### src/rtl/sd_rx_pkg.sv
package sd_rx_pkg;

  typedef enum logic [1:0] {
    IT_CAP_RISE  = 2'd0,
    IT_CAP_FALL  = 2'd1,
    IT_MAN_RISE0 = 2'd2,
    IT_MAN_RISE1 = 2'd3
  } itype_e;

  typedef enum logic [1:0] {
    CK_PIN        = 2'd0,
    CK_OUT        = 2'd1,
    CK_OUT_HALF_F = 2'd2,
    CK_OUT_HALF_R = 2'd3
  } cksel_e;

  typedef struct packed {
    logic   chen;
    itype_e itype;
    cksel_e cksel;
    logic   insel;
  } cfg_t;

endpackage

### src/rtl/sd_rx_sync.sv
module sd_rx_sync #(
  parameter int unsigned STAGES = 2,
  parameter int unsigned W      = 1
) (
  input  logic         clk_i,
  input  logic         rst_ni,
  input  logic [W-1:0] d_i,
  output logic [W-1:0] q_o
);

  localparam int unsigned CHAIN_W = STAGES * W;

  logic [CHAIN_W-1:0] chain_q;

  if (STAGES == 1) begin : g_single
    always_ff @(posedge clk_i or negedge rst_ni) begin
      if (!rst_ni) chain_q <= '0;
      else         chain_q <= d_i;
    end
  end else begin : g_multi
    always_ff @(posedge clk_i or negedge rst_ni) begin
      if (!rst_ni) chain_q <= '0;
      else         chain_q <= {chain_q[CHAIN_W-W-1:0], d_i};
    end
  end

  assign q_o = chain_q[CHAIN_W-1 -: W];

endmodule

### src/rtl/sd_rx_cfg.sv
module sd_rx_cfg
  import sd_rx_pkg::*;
(
  input  logic       clk_i,
  input  logic       rst_ni,
  input  logic       we_i,
  input  logic       chen_i,
  input  logic [1:0] itype_i,
  input  logic [1:0] cksel_i,
  input  logic       insel_i,
  output cfg_t       cfg_o
);

  cfg_t cfg_q;

  always_ff @(posedge clk_i or negedge rst_ni) begin
    if (!rst_ni) begin
      cfg_q.chen  <= 1'b0;
      cfg_q.itype <= IT_CAP_RISE;
      cfg_q.cksel <= CK_PIN;
      cfg_q.insel <= 1'b0;
    end else if (we_i) begin
      cfg_q.chen <= chen_i;
      // format, clock and lane fields are frozen while running
      if (!cfg_q.chen) begin
        cfg_q.itype <= itype_e'(itype_i);
        cfg_q.cksel <= cksel_e'(cksel_i);
        cfg_q.insel <= insel_i;
      end
    end
  end

  assign cfg_o = cfg_q;

endmodule

### src/rtl/sd_rx_frontend.sv
module sd_rx_frontend #(
  parameter int unsigned NUM_CH      = 8,
  parameter int unsigned CH_IDX      = 0,
  parameter int unsigned SYNC_STAGES = 2
) (
  input  logic              clk_i,
  input  logic              rst_ni,
  input  logic              insel_i,
  input  logic              use_pin_clk_i,
  input  logic [NUM_CH-1:0] ckin_i,
  input  logic [NUM_CH-1:0] datin_i,
  input  logic              ckout_i,
  output logic              rise_o,
  output logic              fall_o,
  output logic              dat_o,
  output logic              dat_tr_o
);

  localparam int unsigned IDX_W = (NUM_CH > 1) ? $clog2(NUM_CH) : 1;
  localparam logic [IDX_W-1:0] OWN_LANE  = IDX_W'(CH_IDX);
  localparam logic [IDX_W-1:0] NEXT_LANE = IDX_W'((CH_IDX + 1) % NUM_CH);

  logic [IDX_W-1:0] lane;
  logic             ck_raw, dat_raw;
  logic             ck_s, dat_s;
  logic             ck_d_q, dat_d_q;

  assign lane    = insel_i ? NEXT_LANE : OWN_LANE;
  // internal clock goes through the same stages to stay aligned with data
  assign ck_raw  = use_pin_clk_i ? ckin_i[lane] : ckout_i;
  assign dat_raw = datin_i[lane];

  sd_rx_sync #(
    .STAGES(SYNC_STAGES),
    .W     (2)
  ) u_sync (
    .clk_i (clk_i),
    .rst_ni(rst_ni),
    .d_i   ({ck_raw, dat_raw}),
    .q_o   ({ck_s, dat_s})
  );

  always_ff @(posedge clk_i or negedge rst_ni) begin
    if (!rst_ni) begin
      ck_d_q  <= 1'b0;
      dat_d_q <= 1'b0;
    end else begin
      ck_d_q  <= ck_s;
      dat_d_q <= dat_s;
    end
  end

  assign rise_o   = ck_s & ~ck_d_q;
  assign fall_o   = ~ck_s & ck_d_q;
  assign dat_o    = dat_s;
  assign dat_tr_o = dat_s ^ dat_d_q;

endmodule

### src/rtl/sd_rx_cap.sv
module sd_rx_cap (
  input  logic       clk_i,
  input  logic       rst_ni,
  input  logic       en_i,
  input  logic       fall_sel_i,
  input  logic [1:0] cksel_i,
  input  logic       rise_i,
  input  logic       fall_i,
  input  logic       dat_i,
  output logic       bit_o,
  output logic       vld_o
);

  logic edge_hit, halve, take;
  logic phase_q, bit_q, vld_q;

  always_comb begin
    unique case (cksel_i)
      2'd2:    edge_hit = fall_i;
      2'd3:    edge_hit = rise_i;
      default: edge_hit = fall_sel_i ? fall_i : rise_i;
    endcase
  end

  assign halve = cksel_i[1];
  assign take  = edge_hit & (~halve | phase_q);

  always_ff @(posedge clk_i or negedge rst_ni) begin
    if (!rst_ni) begin
      phase_q <= 1'b0;
      bit_q   <= 1'b0;
      vld_q   <= 1'b0;
    end else if (!en_i) begin
      phase_q <= 1'b0;
      vld_q   <= 1'b0;
    end else begin
      vld_q <= take;
      if (edge_hit && halve) phase_q <= ~phase_q;
      if (take)              bit_q   <= dat_i;
    end
  end

  assign bit_o = bit_q;
  assign vld_o = vld_q;

endmodule

### src/rtl/sd_rx_manch.sv
module sd_rx_manch #(
  parameter int unsigned CNT_W = 8
) (
  input  logic clk_i,
  input  logic rst_ni,
  input  logic en_i,
  input  logic inv_i,
  input  logic tr_i,
  input  logic dat_i,
  output logic bit_o,
  output logic vld_o
);

  logic [CNT_W-1:0] gap_q, since_q, min_q;
  logic             seen_q, lock_q, bit_q, vld_q;
  logic [CNT_W:0]   thr;
  logic             gap_long, since_long, data_tr;

  // 1.5 x shortest gap
  assign thr        = {1'b0, min_q} + {2'b00, min_q[CNT_W-1:1]};
  assign gap_long   = {1'b0, gap_q} > thr;
  assign since_long = {1'b0, since_q} > thr;
  assign data_tr    = tr_i & seen_q & (lock_q ? since_long : gap_long);

  always_ff @(posedge clk_i or negedge rst_ni) begin
    if (!rst_ni) begin
      gap_q   <= '0;
      since_q <= '0;
      min_q   <= '1;
      seen_q  <= 1'b0;
      lock_q  <= 1'b0;
      bit_q   <= 1'b0;
      vld_q   <= 1'b0;
    end else if (!en_i) begin
      gap_q   <= '0;
      since_q <= '0;
      min_q   <= '1;
      seen_q  <= 1'b0;
      lock_q  <= 1'b0;
      vld_q   <= 1'b0;
    end else begin
      vld_q <= data_tr;
      if (tr_i)               gap_q <= '0;
      else if (gap_q != '1)   gap_q <= gap_q + 1'b1;
      if (tr_i)               seen_q <= 1'b1;
      if (tr_i && seen_q && (gap_q < min_q)) min_q <= gap_q;
      if (data_tr) begin
        lock_q  <= 1'b1;
        since_q <= '0;
        bit_q   <= dat_i ^ ~inv_i;
      end else if (since_q != '1) begin
        since_q <= since_q + 1'b1;
      end
    end
  end

  assign bit_o = bit_q;
  assign vld_o = vld_q;

endmodule

### src/rtl/sd_bitstream_rx.sv
module sd_bitstream_rx
  import sd_rx_pkg::*;
#(
  parameter int unsigned NUM_CH      = 8,
  parameter int unsigned CH_IDX      = 0,
  parameter int unsigned SYNC_STAGES = 2,
  parameter int unsigned CNT_W       = 8
) (
  input  logic              clk_i,
  input  logic              rst_ni,
  input  logic [NUM_CH-1:0] ckin_i,
  input  logic [NUM_CH-1:0] datin_i,
  input  logic              ckout_i,
  input  logic              cfg_we_i,
  input  logic              cfg_chen_i,
  input  logic [1:0]        cfg_itype_i,
  input  logic [1:0]        cfg_cksel_i,
  input  logic              cfg_insel_i,
  output logic              bit_o,
  output logic              bit_valid_o
);

  cfg_t cfg_q;
  logic rise, fall, dat_s, dat_tr;
  logic is_man, cap_en, man_en;
  logic cap_bit, cap_vld, man_bit, man_vld;

  sd_rx_cfg u_cfg (
    .clk_i  (clk_i),
    .rst_ni (rst_ni),
    .we_i   (cfg_we_i),
    .chen_i (cfg_chen_i),
    .itype_i(cfg_itype_i),
    .cksel_i(cfg_cksel_i),
    .insel_i(cfg_insel_i),
    .cfg_o  (cfg_q)
  );

  sd_rx_frontend #(
    .NUM_CH     (NUM_CH),
    .CH_IDX     (CH_IDX),
    .SYNC_STAGES(SYNC_STAGES)
  ) u_fe (
    .clk_i        (clk_i),
    .rst_ni       (rst_ni),
    .insel_i      (cfg_q.insel),
    .use_pin_clk_i(cfg_q.cksel == CK_PIN),
    .ckin_i       (ckin_i),
    .datin_i      (datin_i),
    .ckout_i      (ckout_i),
    .rise_o       (rise),
    .fall_o       (fall),
    .dat_o        (dat_s),
    .dat_tr_o     (dat_tr)
  );

  assign is_man = cfg_q.itype[1];
  assign cap_en = cfg_q.chen & ~is_man;
  assign man_en = cfg_q.chen & is_man;

  sd_rx_cap u_cap (
    .clk_i     (clk_i),
    .rst_ni    (rst_ni),
    .en_i      (cap_en),
    .fall_sel_i(cfg_q.itype[0]),
    .cksel_i   (cfg_q.cksel),
    .rise_i    (rise),
    .fall_i    (fall),
    .dat_i     (dat_s),
    .bit_o     (cap_bit),
    .vld_o     (cap_vld)
  );

  sd_rx_manch #(
    .CNT_W(CNT_W)
  ) u_man (
    .clk_i (clk_i),
    .rst_ni(rst_ni),
    .en_i  (man_en),
    .inv_i (cfg_q.itype[0]),
    .tr_i  (dat_tr),
    .dat_i (dat_s),
    .bit_o (man_bit),
    .vld_o (man_vld)
  );

  assign bit_o       = is_man ? man_bit : cap_bit;
  assign bit_valid_o = is_man ? man_vld : cap_vld;

endmodule

### config.mk
export PLATFORM = sky130hd
export DESIGN_NAME = sd_bitstream_rx
export DESIGN_NICKNAME = d
export VERILOG_FILES = /design/src/rtl/sd_rx_pkg.sv /design/src/rtl/sd_rx_sync.sv /design/src/rtl/sd_rx_cfg.sv /design/src/rtl/sd_rx_frontend.sv /design/src/rtl/sd_rx_cap.sv /design/src/rtl/sd_rx_manch.sv /design/src/rtl/sd_bitstream_rx.sv
export SDC_FILE = /design/constraint.sdc
export NUM_CORES = 1
export LEC_CHECK = 0
export ABC_AREA = 1
export BUFFER_PORTS_ARGS = -buffer_cell sky130_fd_sc_hd__buf_2
export CORE_MARGIN = 2
export CORE_UTILIZATION = 25
export DETAILED_ROUTE_END_ITERATION = 7
export GPL_ROUTABILITY_DRIVEN = 0
export GPL_TIMING_DRIVEN = 0
export REMOVE_ABC_BUFFERS = 1
export SLEW_MARGIN = 10
export SYNTH_ARGS = -nofsm -noshare
export SYNTH_HDL_FRONTEND = slang
export SYNTH_SLANG_ARGS = --single-unit
### constraint.sdc
create_clock -name clk_i -period 5.6 [get_ports clk_i]
set_input_delay 1.12 -clock clk_i [delete_from_list [all_inputs] [get_ports clk_i]]
set_output_delay 1.12 -clock clk_i [all_outputs]
set_load 0.005 [all_outputs]
# Word-level counts from Yosys, hierarchy flattened
# Cells that the tools add are included.
# W data, S select, Z words.
[classes]
add_sub_neg = 3
magnitude_cmp = 4
n_eq_ne = 10
muxes = 27
n_bitwise = 17
n_reduce_logical = 7
[ops]
columns = ["op", "n"]
rows = [
  ["$mux W8", 8],
  ["$gt A8 B9 Y1", 2],
  ["$add A8 B1 Y8 const B", 2],
  ["$mux W1", 16],
  ["$ne A8 B8 Y1 const B", 2],
  ["$add A8 B7 Y9", 1],
  ["$lt A8 B8 Y1", 1],
  ["$ne A2 B2 Y1 const B", 4],
  ["$and A1 B1 Y1", 7],
  ["$not A1 Y1", 7],
  ["$bmux W1 S3", 2],
  ["$ne A3 B3 Y1 const B", 2],
  ["$reduce_and A2 Y1", 3],
  ["$eq A2 B2 Y1 const B", 2],
  ["$lt A3 B4 Y1 const B", 1],
  ["$logic_and A1 B1 Y1", 3],
  ["$logic_not A2 Y1", 1],
  ["$pmux W1 S2", 1],
  ["$xor A1 B1 Y1", 2],
  ["$or A1 B1 Y1", 1],
]
[word_totals]
regBits = 43
in_bits = 26
wordCells = 85

# Logic depth before layout (Yosys ltp)
# Gate-level depths: netlist of run 1.
[logic_depth]
ltp_word = 7
depth_mapped = 22

# Modules after synthesis
# Synthesis of run 1 repeated with hierarchy kept, for this count alone.
[unflattened]
hier_cells = 379
area_unflattened_um2 = 2947.8
[by_module_without_submodules]
columns = ["mod", "n_inst", "cells_per_inst", "area_each_um2", "seq_area_each_um2"]
rows = [
  ["sd_rx_manch", 1, 284, 2234.6, 710.7],
  ["sd_rx_cfg", 1, 26, 234.0, 150.1],
  ["sd_rx_cap", 1, 32, 198.9, 75.1],
  ["sd_rx_frontend", 1, 19, 120.1, 50.0],
  ["sd_rx_sync", 1, 6, 115.1, 100.1],
  ["sd_bitstream_rx", 1, 12, 45.0, 0.0],
]

# Worst setup path after synthesis of run 1
# OpenSTA, ideal clock, no wires.
[synth_timing]
path_type = "register to register"
startpoint = "register u_man.min_q[1]"
endpoint = "register u_man.since_q[6]"
setup_ns = 0.122
arrival_time_ns = 2.782
required_time_ns = 5.478
slack_ns = 2.696
stages_incl_launch_ff = 23
path_buffers = 0
cell_sequence = "dfstp_2 ha_1 inv_1 fa_1 inv_1 nand2_1 nand2_1 nand2_1 xor2_1 ha_1 nand2_1 inv_1 nand3b_1 o211ai_1 nand2_1 nand2_1 nand2_1 a21oi_1 nor2_2 nor2_2 nand2_2 nand2_4 nor2_2"
[synth_via]
elab_chain_len = 6
elab_cells_between_ends = 8
classes_between = "1 x add/sub; 2 x order compare; 1 x eq/ne; 3 x mux; 1 x bitwise"
[synth_lines]
columns = ["element", "line_no", "text"]
rows = [
  ["from (decl)", "sd_rx_manch.sv:14", "logic [CNT_W-1:0] gap_q, since_q, min_q;"],
  ["from (signal assigned)", "sd_rx_manch.sv:46", "if (tr_i && seen_q && (gap_q < min_q)) min_q <= gap_q;"],
  ["$add A8 B7 Y9 *", "sd_rx_manch.sv:20", "assign thr = {1'b0, min_q} + {2'b00, min_q[CNT_W-1:1]};"],
  ["$gt A8 B9 Y1 (on tied branches)", "sd_rx_manch.sv:21, sd_rx_manch.sv:22", ""],
  ["$mux W1 *", "sd_rx_manch.sv:23", "assign data_tr = tr_i & seen_q & (lock_q ? since_long : gap_long);"],
  ["$and A1 B1 Y1 *", "sd_rx_manch.sv:23", ""],
  ["$mux W8", "sd_rx_manch.sv:47", "if (data_tr) begin"],
  ["$mux W8", "sd_rx_manch.sv:34", "end else if (!en_i) begin"],
  ["to (signal assigned)", "sd_rx_manch.sv:52", "since_q <= since_q + 1'b1;"],
  ["to (decl)", "sd_rx_manch.sv:14", ""],
]
# Every way passes the cells marked *; elsewhere a longest branch is shown, timed or not.
# A chain may end at the register's enable or synchronous reset.

# Worst setup path after layout of run 1
[layout_timing]
startpoint = "register u_man.min_q[1]"
endpoint = "register u_man.since_q[7]"
# Same word-level chain as after synthesis.

==> results of run 1 <==
power by group through the flow:
stage / combinational [mW] / clock (mW) / sequential, mW
finish: 0.390 / 0.212 / 0.378
global route: 0.464 / 0.237 / 0.384
CTS: 0.393 / 0.223 / 0.379
detailed placement: 0.390 / 0 / 0.385
global placement: 0.379 / 0 / 0.383
floorplan: 0.306 / 0 / 0.375
per-layer routing:
layer  vias up  track usage  share of wire
met3         5       0.0202          0.032
met2        35        0.174           0.47
met1      1042        0.140           0.49
met4         0       0.0316          0.011
li1       1173            -              -
met5         -            0              0
final cells by class:
class / count / area (µm²)
clock buffer: 6 / 82.6
clock inverter: 2 / 16.3
fill: 1141 / 7740
inverter: 54 / 203
multi-input combinational: 242 / 1510
sequential: 43 / 1090
tap: 140 / 175
timing repair buffer: 15 / 75.1
kinds of logic (layout without fill, tap and decap cells):
group                    count (synthesis)  after routing
XOR/XNOR                                 8              8
buffers and inverters                   55             77
multiplexers                             7              7
AO/OA/AOI/OAI                           63             63
flip-flops                              43             43
adder cells (fa/ha/maj)                 30             30
AND/OR/NAND/NOR                        134            134
cell usage in the layout (no fill, tap or decap), types with 2 or more instances in the layout:
cell	count
a211oi_1	2
a21oi_1	22
a31oi_1	3
buf_2	15
clkbuf_8	6
dfrtp_1	35
dfstp_2	8
ha_1	29
inv_1	54
mux2_2	5
mux2i_1	2
nand2_1	56
nand2_2	3
nand3_1	28
nand3_2	2
nand4_1	3
nor2_1	18
nor2_2	11
nor3_1	8
o211ai_1	2
o21ai_0	28
or2_2	2
xor2_1	7
final timing paths:
path	cells past startpoint	endpoint	start	slack, ps
worst min register to register	0	u_fe.u_sync.chain_q[3]	u_fe.u_sync.chain_q[1]	350
max in group asynchronous	1	u_fe.dat_d_q	rst_ni	3990
worst max register to register	22	u_man.since_q[7]	u_man.min_q[1]	2380
min in group asynchronous	1	u_cfg.cfg_o[4]	rst_ni	980
worst max-delay path	22	u_man.since_q[7]	u_man.min_q[1]	2380
worst min-delay path	0	u_fe.u_sync.chain_q[3]	u_fe.u_sync.chain_q[1]	350
registers in the layout, indices dropped and copies added, names as in the netlist:
| register | cells |
|---|---|
| u_man.gap_q | 8 |
| u_man.min_q | 8 |
| u_man.since_q | 8 |
| u_cfg.cfg_o | 6 |
| u_fe.u_sync.chain_q | 4 |
| u_cap.bit_o | 1 |
| u_cap.phase_q | 1 |
| u_cap.vld_o | 1 |
| u_fe.ck_d_q | 1 |
| u_fe.dat_d_q | 1 |
| u_man.bit_o | 1 |
| u_man.lock_q | 1 |
| u_man.seen_q | 1 |
| u_man.vld_o | 1 |
stage by stage:
stage	utilization	hold WS, ps
after floorplan	-	331
after global placement	0.280	333
after detailed placement	0.280	337
after CTS	0.289	359
after global routing	0.289	367
final	0.289	355
==> flow_metrics.env, run 1 <==
export IMPL_status="complete, no violations"
export IMPL_final_cells=502
export IMPL_yosysMostFrequentCell="nand2_1"
export IMPL_hold_violations=0
export IMPL_fin_skew_ps=12.3
export IMPL_drive_gt1_frac=0.157
export IMPL_yosysTopAreaCellShare=0.313
export IMPL_avgViaCountPerCell=4.49
export IMPL_cts_tree="yes"
export IMPL_htree_levels=2
export IMPL_post_dp_cell_area_um2=3050
export IMPL_layout_setup_ws_ps=2380
export IMPL_clock_latency_ps=300
export IMPL_startpoint_type="flip-flop"
export IMPL_min_period_ps=3220
export IMPL_die_y_um=110
export IMPL_rsz0062_at_grt="no"
export IMPL_p_int_mw=0.598
export IMPL_slew_limit_headroom=0.332
export IMPL_clockRootBuffer="clkbuf_8"
export IMPL_synth_enable_flop_cells=0
export IMPL_p_leak_nw=1.54
export IMPL_timing_final_crit_share=0.576
export IMPL_syn_to_final_growth_pct=12.3
export IMPL_io_buffers=15
export IMPL_coreArea_um2=10900
export IMPL_cap_violations=0
export IMPL_crit_top_cell="nand2_1"
export IMPL_nNetsFinal=417
export IMPL_synth_top_cell_by_area="dfrtp_1"
export IMPL_p_sw_mw=0.383
export IMPL_synth_common_cells="nand2_1 (56), inv_1 (54), dfrtp_1 (35)"
export IMPL_cp_end_kind="flip-flop"
export IMPL_clk_path_buf_depth=2
export IMPL_cts_hold_buffers=0
export IMPL_initial_core_util=0.257
export IMPL_synth_avg_cell_area_um2=8.24
export IMPL_peakVddDrop_v=0.000119
export IMPL_synth_compound_area_frac=0.125
export IMPL_drv_slew=0
export IMPL_synthAdderAreaFrac=0.137
export IMPL_cts_setup_buffers=0
export IMPL_slowest_stage="dfstp_2"
export IMPL_async_flop_share=1.00
export IMPL_drt_iter0_markers=102
export IMPL_ioPinCount=28
export IMPL_postRouteAntennaNets=0
export IMPL_synthMuxAreaShare=0.0272
export IMPL_finalSetupTns_ps=0
export IMPL_dieArea_um2=12100
export IMPL_cp_max_fo=8
export IMPL_path_class="flip-flop to flip-flop"
export IMPL_combPwrFrac=0.398
export IMPL_dp_cells=494
export IMPL_yosys_warnings=0
export IMPL_cellPowerDensity_nw_per_um2=312
export IMPL_worstPathCellList="ha_1, inv_1, fa_1, inv_1, nand2_1, nand2_1, nand2_1, xor2_1, ha_1, nand2_1, inv_1, nand3b_1, o211ai_1, nand2_1, nand2_1, nand2_1, a21oi_1, nor2_2, nor2_2, nand2_2, nand2_4, nor2_2"
export IMPL_drc=0
export IMPL_worstPathArrival_ps=3400
export IMPL_grt_pass1_vias=2312
export IMPL_grt_overflow=0
export IMPL_ys_seq_area_frac=0.388
export IMPL_totalPowerFinal_mw=0.981
export IMPL_dpl_worst_slack_ps=2390
export IMPL_swShare=0.390
export IMPL_slowest_delay_ps=560
export IMPL_clkTransAtPathRegs_ps=90
export IMPL_wl_per_cell_um=10.9
export IMPL_synth_area_leaders="dfrtp_1 (31%), ha_1 (13%), dfstp_2 (7.5%)"
export IMPL_synth_xor_area_share=0.0250
export IMPL_grt_max_degree=44
export IMPL_power_frac_seq=0.386
export IMPL_cts_sinks=43
export IMPL_num_vias=2255
export IMPL_fmax_ghz=0.310
export IMPL_antenna_found_initial=0
export IMPL_synth_seq_cells=43
export IMPL_worstHoldPathType="flip-flop to flip-flop"
export IMPL_ys_flop_type="dfrtp_1"
export IMPL_totalWireLength_um=5480
export IMPL_post_cts_resized=0
export IMPL_cts_buffers=5
export IMPL_required_ps=5780
export IMPL_tightestPinTransition_ps=1000
export IMPL_yosys_area_share_simple=0.224
export IMPL_rows=38
export IMPL_synth_top_family_by_area="simple AND/OR/NAND/NOR gates"
export IMPL_path_delay_family="simple AND/OR/NAND/NOR gates"
export IMPL_die_x_um=110
export IMPL_clkPwrFrac=0.216
export IMPL_firstDrtPassIters=4
export IMPL_synth_cells=340
export IMPL_grt_pass1_wl_um=10200
export IMPL_diodes=0
export IMPL_postLayoutCellArea_um2=3150
export IMPL_ys_types=33
export IMPL_netlist_area_um2=2800
export IMPL_grtUsageTotal=0.106
export IMPL_path_buf_inv=3
export IMPL_setup_viol=0
export IMPL_hpwl_um=4240
No activity file was read; power rests on OpenSTA's default activity.
==> run 2, diff against run 1 <==
- clock period: 5.6 -> 2.9 ns (I/O delays scaled with it)
==> flow_metrics.env, run 2 (synthesized netlist as in run 1, its figures left out) <==
export IMPL_dp_cells=494
export IMPL_worstPathArrival_ps=3230
export IMPL_diodes=0
export IMPL_slowest_stage="dfstp_2"
export IMPL_clock_latency_ps=300
export IMPL_setup_viol=10
export IMPL_die_y_um=110
export IMPL_cts_tree="yes"
export IMPL_fmax_ghz=0.330
export IMPL_cap_violations=0
export IMPL_reg2reg_setup_slack_ps=-130
export IMPL_cellPowerDensity_nw_per_um2=640
export IMPL_clk_path_buf_depth=2
export IMPL_drc=0
export IMPL_num_vias=2328
export IMPL_grt_pass1_wl_um=10600
export IMPL_clockRootBuffer="clkbuf_8"
export IMPL_layout_setup_ws_ps=-133
export IMPL_syn_to_final_growth_pct=20.6
export IMPL_cp_max_fo=8
export IMPL_path_delay_family="simple AND/OR/NAND/NOR gates"
export IMPL_status="finished, violations left"
export IMPL_violations="negative setup slack"
export IMPL_slew_limit_headroom=0.330
export IMPL_slowest_delay_ps=580
export IMPL_crit_top_cell="nand2_2"
export IMPL_drv_slew=0
export IMPL_clkTransAtPathRegs_ps=90
export IMPL_required_ps=3090
export IMPL_ioPinCount=28
export IMPL_timing_final_crit_share=1.05
export IMPL_nNetsFinal=432
export IMPL_tightestPinTransition_ps=1000
export IMPL_fin_skew_ps=14.0
export IMPL_grt_pass1_vias=2392
export IMPL_dieArea_um2=12100
export IMPL_rsz0062_at_grt="yes"
export IMPL_die_x_um=110
export IMPL_peakVddDrop_v=0.000234
export IMPL_final_cell_mix="inv_1 (50), nand2_1 (48), dfrtp_1 (35)"
export IMPL_wl_per_cell_um=11.4
export IMPL_worstHoldPathType="flip-flop to flip-flop"
export IMPL_cts_sinks=43
export IMPL_firstDrtPassIters=4
export IMPL_final_cells=517
export IMPL_hpwl_um=4240
export IMPL_drive_gt1_frac=0.249
export IMPL_worstPathCellList="ha_4, inv_2, fa_2, inv_2, nand2_2, nand2_2, nand2_2, xor2_2, ha_1, nand2_2, inv_2, nand3b_1, o211ai_1, nand2_1, nand2_1, nand2_1, a21oi_2, nor2_2, nor2_4, nand2_2, nand2_4, nor2_2"
export IMPL_hold_ws_ps=355
export IMPL_cts_buffers=5
export IMPL_io_buffers=15
export IMPL_coreArea_um2=10900
export IMPL_totalWireLength_um=5870
export IMPL_path_class="flip-flop to flip-flop"
export IMPL_cp_end_kind="flip-flop"
export IMPL_grt_max_degree=44
export IMPL_drt_iter0_markers=80
export IMPL_reg_top3="u_man.gap_q (8), u_man.min_q (8), u_man.since_q (8)"
export IMPL_antenna_found_initial=0
export IMPL_avgViaCountPerCell=4.50
export IMPL_initial_core_util=0.257
export IMPL_grt_overflow=0
export IMPL_cts_hold_buffers=0
export IMPL_layout_commonest_cell="inv_1"
export IMPL_rows=38
export IMPL_hold_violations=0
export IMPL_p_leak_nw=1.64
export IMPL_grtUsageTotal=0.110
export IMPL_htree_levels=2
export IMPL_startpoint_type="flip-flop"
export IMPL_path_buf_inv=3
export IMPL_min_period_ps=3030
export IMPL_dpl_worst_slack_ps=-310
export IMPL_postRouteAntennaNets=0
run 2: final cells by class:
class                           count  area (µm²)
Clock buffer                        6        82.6
Tap cell                          140         175
Clock inverter                      2        16.3
Timing Repair Buffer               30         195
Fill cell                        1112        7510
Multi-Input combinational cell    242        1620
Sequential cell                    43        1090
Inverter                           54         203
run 2: path summary, 6_finish.rpt:
| kind | from | to | depth (start not counted) |
|---|---|---|---|
| hold reg to reg | u_fe.u_sync.chain_q[1] | u_fe.u_sync.chain_q[3] | 0 |
| max in group asynchronous | rst_ni | u_man.bit_o | 1 |
| setup / recovery | u_man.min_q[1] | u_man.since_q[3] | 22 |
| min in group asynchronous | rst_ni | u_cfg.cfg_o[4] | 1 |
| setup reg to reg | u_man.min_q[1] | u_man.since_q[3] | 22 |
| hold / removal | u_fe.u_sync.chain_q[1] | u_fe.u_sync.chain_q[3] | 0 |
run 2: timing repair:
item                                    4_1_cts  5_1_grt
endpoints found under the setup margin       11       11
gates cloned                                  0        0
gates resized for setup                       8       22
pin swaps                                    15       24
buffers inserted                             15        2
run 2: power by group:
group	switching [mW]	internal [mW]	leakage [nW]
sequential	0.0547	0.678	0.542
clock	0.221	0.195	0.0474
combinational	0.578	0.437	1.05
total	0.853	1.31	1.64
run 2: stage by stage:
step	cell area (µm²)	power (mW)	utilization	setup TNS, ps
finish	3380	2.16	0.310	-1140
detailed placement	3050	1.50	0.280	-3080
floorplan	2800	1.32	-	-29.3
global route	3380	2.36	0.310	-3490
CTS	3290	2.05	0.302	-2040
global placement	3050	1.47	0.280	-3220
run 2: metal layers:
layer	track usage	share of wire
met5	0	0
met4	0.0316	0.014
met2	0.185	0.48
met1	0.142	0.47
met3	0.0202	0.036
==> run 3, diff against run 2 <==
- RECOVER_POWER: unset -> 25
==> flow_metrics.env, run 3 (synthesized netlist as in run 1, its figures left out) <==
export IMPL_grt_pass1_vias=2392
export IMPL_grtUsageTotal=0.110
export IMPL_worstPathArrival_ps=3230
export IMPL_die_x_um=110
export IMPL_startpoint_type="flip-flop"
export IMPL_htree_levels=2
export IMPL_reg2regPathDepth=22
export IMPL_grt_max_degree=44
export IMPL_crit_start="u_man.min_q[1]"
export IMPL_cp_end_kind="flip-flop"
export IMPL_layout_commonest_cell="inv_1"
export IMPL_drive_gt1_frac=0.247
export IMPL_slew_limit_headroom=-0.599
export IMPL_totalWireLength_um=5880
export IMPL_setup_viol=10
export IMPL_grt_overflow=0
export IMPL_fin_skew_ps=14.0
export IMPL_tightestPinTransition_ps=2400
export IMPL_wl_per_cell_um=11.4
export IMPL_layout_setup_ws_ps=-133
export IMPL_path_class="flip-flop to flip-flop"
export IMPL_hpwl_um=4240
export IMPL_postRouteAntennaNets=0
export IMPL_avgViaCountPerCell=4.50
export IMPL_cts_hold_buffers=0
export IMPL_reg_top3="u_man.gap_q (8), u_man.min_q (8), u_man.since_q (8)"
export IMPL_ioPinCount=28
export IMPL_n_fill_cell=1113
export IMPL_slowest_stage="dfstp_2"
export IMPL_reg2reg_to="u_man.since_q[3]"
export IMPL_worstPathCellList="ha_4, inv_2, fa_2, inv_2, nand2_2, nand2_2, nand2_2, xor2_2, ha_1, nand2_2, inv_2, nand3b_1, o211ai_1, nand2_1, nand2_1, nand2_1, a21oi_2, nor2_2, nor2_4, nand2_2, nand2_4, nor2_2"
export IMPL_clockRootBuffer="clkbuf_8"
export IMPL_rsz0062_at_grt="yes"
export IMPL_final_cell_mix="inv_1 (50), nand2_1 (48), dfrtp_1 (35)"
export IMPL_cellPowerDensity_nw_per_um2=640
export IMPL_slowest_delay_ps=580
export IMPL_status="finished, violations left"
export IMPL_cts_tree="yes"
export IMPL_drc=0
export IMPL_cp_max_fo=8
export IMPL_min_period_ps=3030
export IMPL_clkTransAtPathRegs_ps=90
export IMPL_clock_latency_ps=300
export IMPL_drv_slew=44
export IMPL_timing_final_crit_share=1.05
export IMPL_antenna_found_initial=0
export IMPL_cap_violations=1
export IMPL_cp_endpoint="u_man.since_q[3]"
export IMPL_grt_pass1_wl_um=10600
export IMPL_hold_violations=0
export IMPL_r2r_start="u_man.min_q[1]"
export IMPL_cts_buffers=5
export IMPL_rows=38
export IMPL_clk_path_buf_depth=2
export IMPL_nNetsFinal=432
export IMPL_post_route_util=0.310
export IMPL_syn_to_final_growth_pct=20.5
export IMPL_drt_iter0_markers=80
export IMPL_totalPowerFinal_mw=2.16
export IMPL_reg2reg_setup_slack_ps=-130
export IMPL_dieArea_um2=12100
export IMPL_crit_top_cell="nand2_2"
export IMPL_fmax_ghz=0.330
export IMPL_required_ps=3090
export IMPL_initial_core_util=0.257
export IMPL_cts_sinks=43
export IMPL_peakVddDrop_v=0.000234
export IMPL_num_vias=2329
export IMPL_io_buffers=15
export IMPL_worstHoldPathType="flip-flop to flip-flop"
export IMPL_firstDrtPassIters=4
export IMPL_p_leak_nw=1.63
export IMPL_violations="max-capacitance violations, max-slew violations, negative setup slack"
export IMPL_diodes=0
export IMPL_die_y_um=110
export IMPL_coreArea_um2=10900
run 3: layer usage:
layer  track usage  vias up  share of wire
li1              -     1203              -
met1         0.142     1077           0.47
met2         0.185       42           0.48
met3        0.0202        7          0.036
met4        0.0316        0          0.014
met5             0        -              0
run 3: where the power goes:
part	switching [mW]	internal (mW)
registers	0.0547	0.678
logic	0.578	0.436
clock network	0.221	0.195
total	0.853	1.31
run 3: final cells by class:
cell class,instances,area (µm²),share of cell area
Multi-Input combinational cell,242,1620,0.480
Inverter,54,203,0.0600
Clock inverter,2,16.3,0.00481
Clock buffer,6,82.6,0.0244
Sequential cell,43,1090,0.321
Timing Repair Buffer,30,194,0.0574
Tap cell,140,175,0.0519
run 3: worst min path at each step:
stage | start | to | slack [ps] | cells after the start
after floorplan | rst_ni | u_cap.bit_o | 280 | 0
after global placement | u_fe.u_sync.chain_q[1] | u_fe.u_sync.chain_q[3] | 330 | 0
after detailed placement | u_fe.u_sync.chain_q[1] | u_fe.u_sync.chain_q[3] | 340 | 0
after CTS | u_fe.u_sync.chain_q[1] | u_fe.u_sync.chain_q[3] | 360 | 0
after global routing | u_fe.u_sync.chain_q[0] | u_fe.u_sync.chain_q[2] | 370 | 0
final | u_fe.u_sync.chain_q[1] | u_fe.u_sync.chain_q[3] | 350 | 0
run 3: stage by stage:
step	area, µm²	cells	hold slack (ps)	TNS [ps]	worst slack, ps
floorplan	2800	339	284	-29.3	-4.47
global placement	3050	494	333	-3220	-324
detailed placement	3050	494	337	-3080	-310
CTS	3290	517	359	-2040	-217
global route	3380	517	367	-3570	-352
finish	3380	517	355	-1140	-133
run 3: critical path: cells and delay by family, from the launching register on:
family,cells,cell delay (ps)
adders and majority gates,3,800
AOI/OAI and AO/OA,2,220
xor gates and xnor gates,1,150
buffers and inverters,3,160
and+or+nand+nor,13,990
DFF,1,580
run 3: timing repair:
item                       4_1_cts  5_1_grt
gates resized for setup          8       22
setup buffers                   15        2
gates cloned                     0        0
pin swaps                       15       24
setup endpoints to repair       11       11
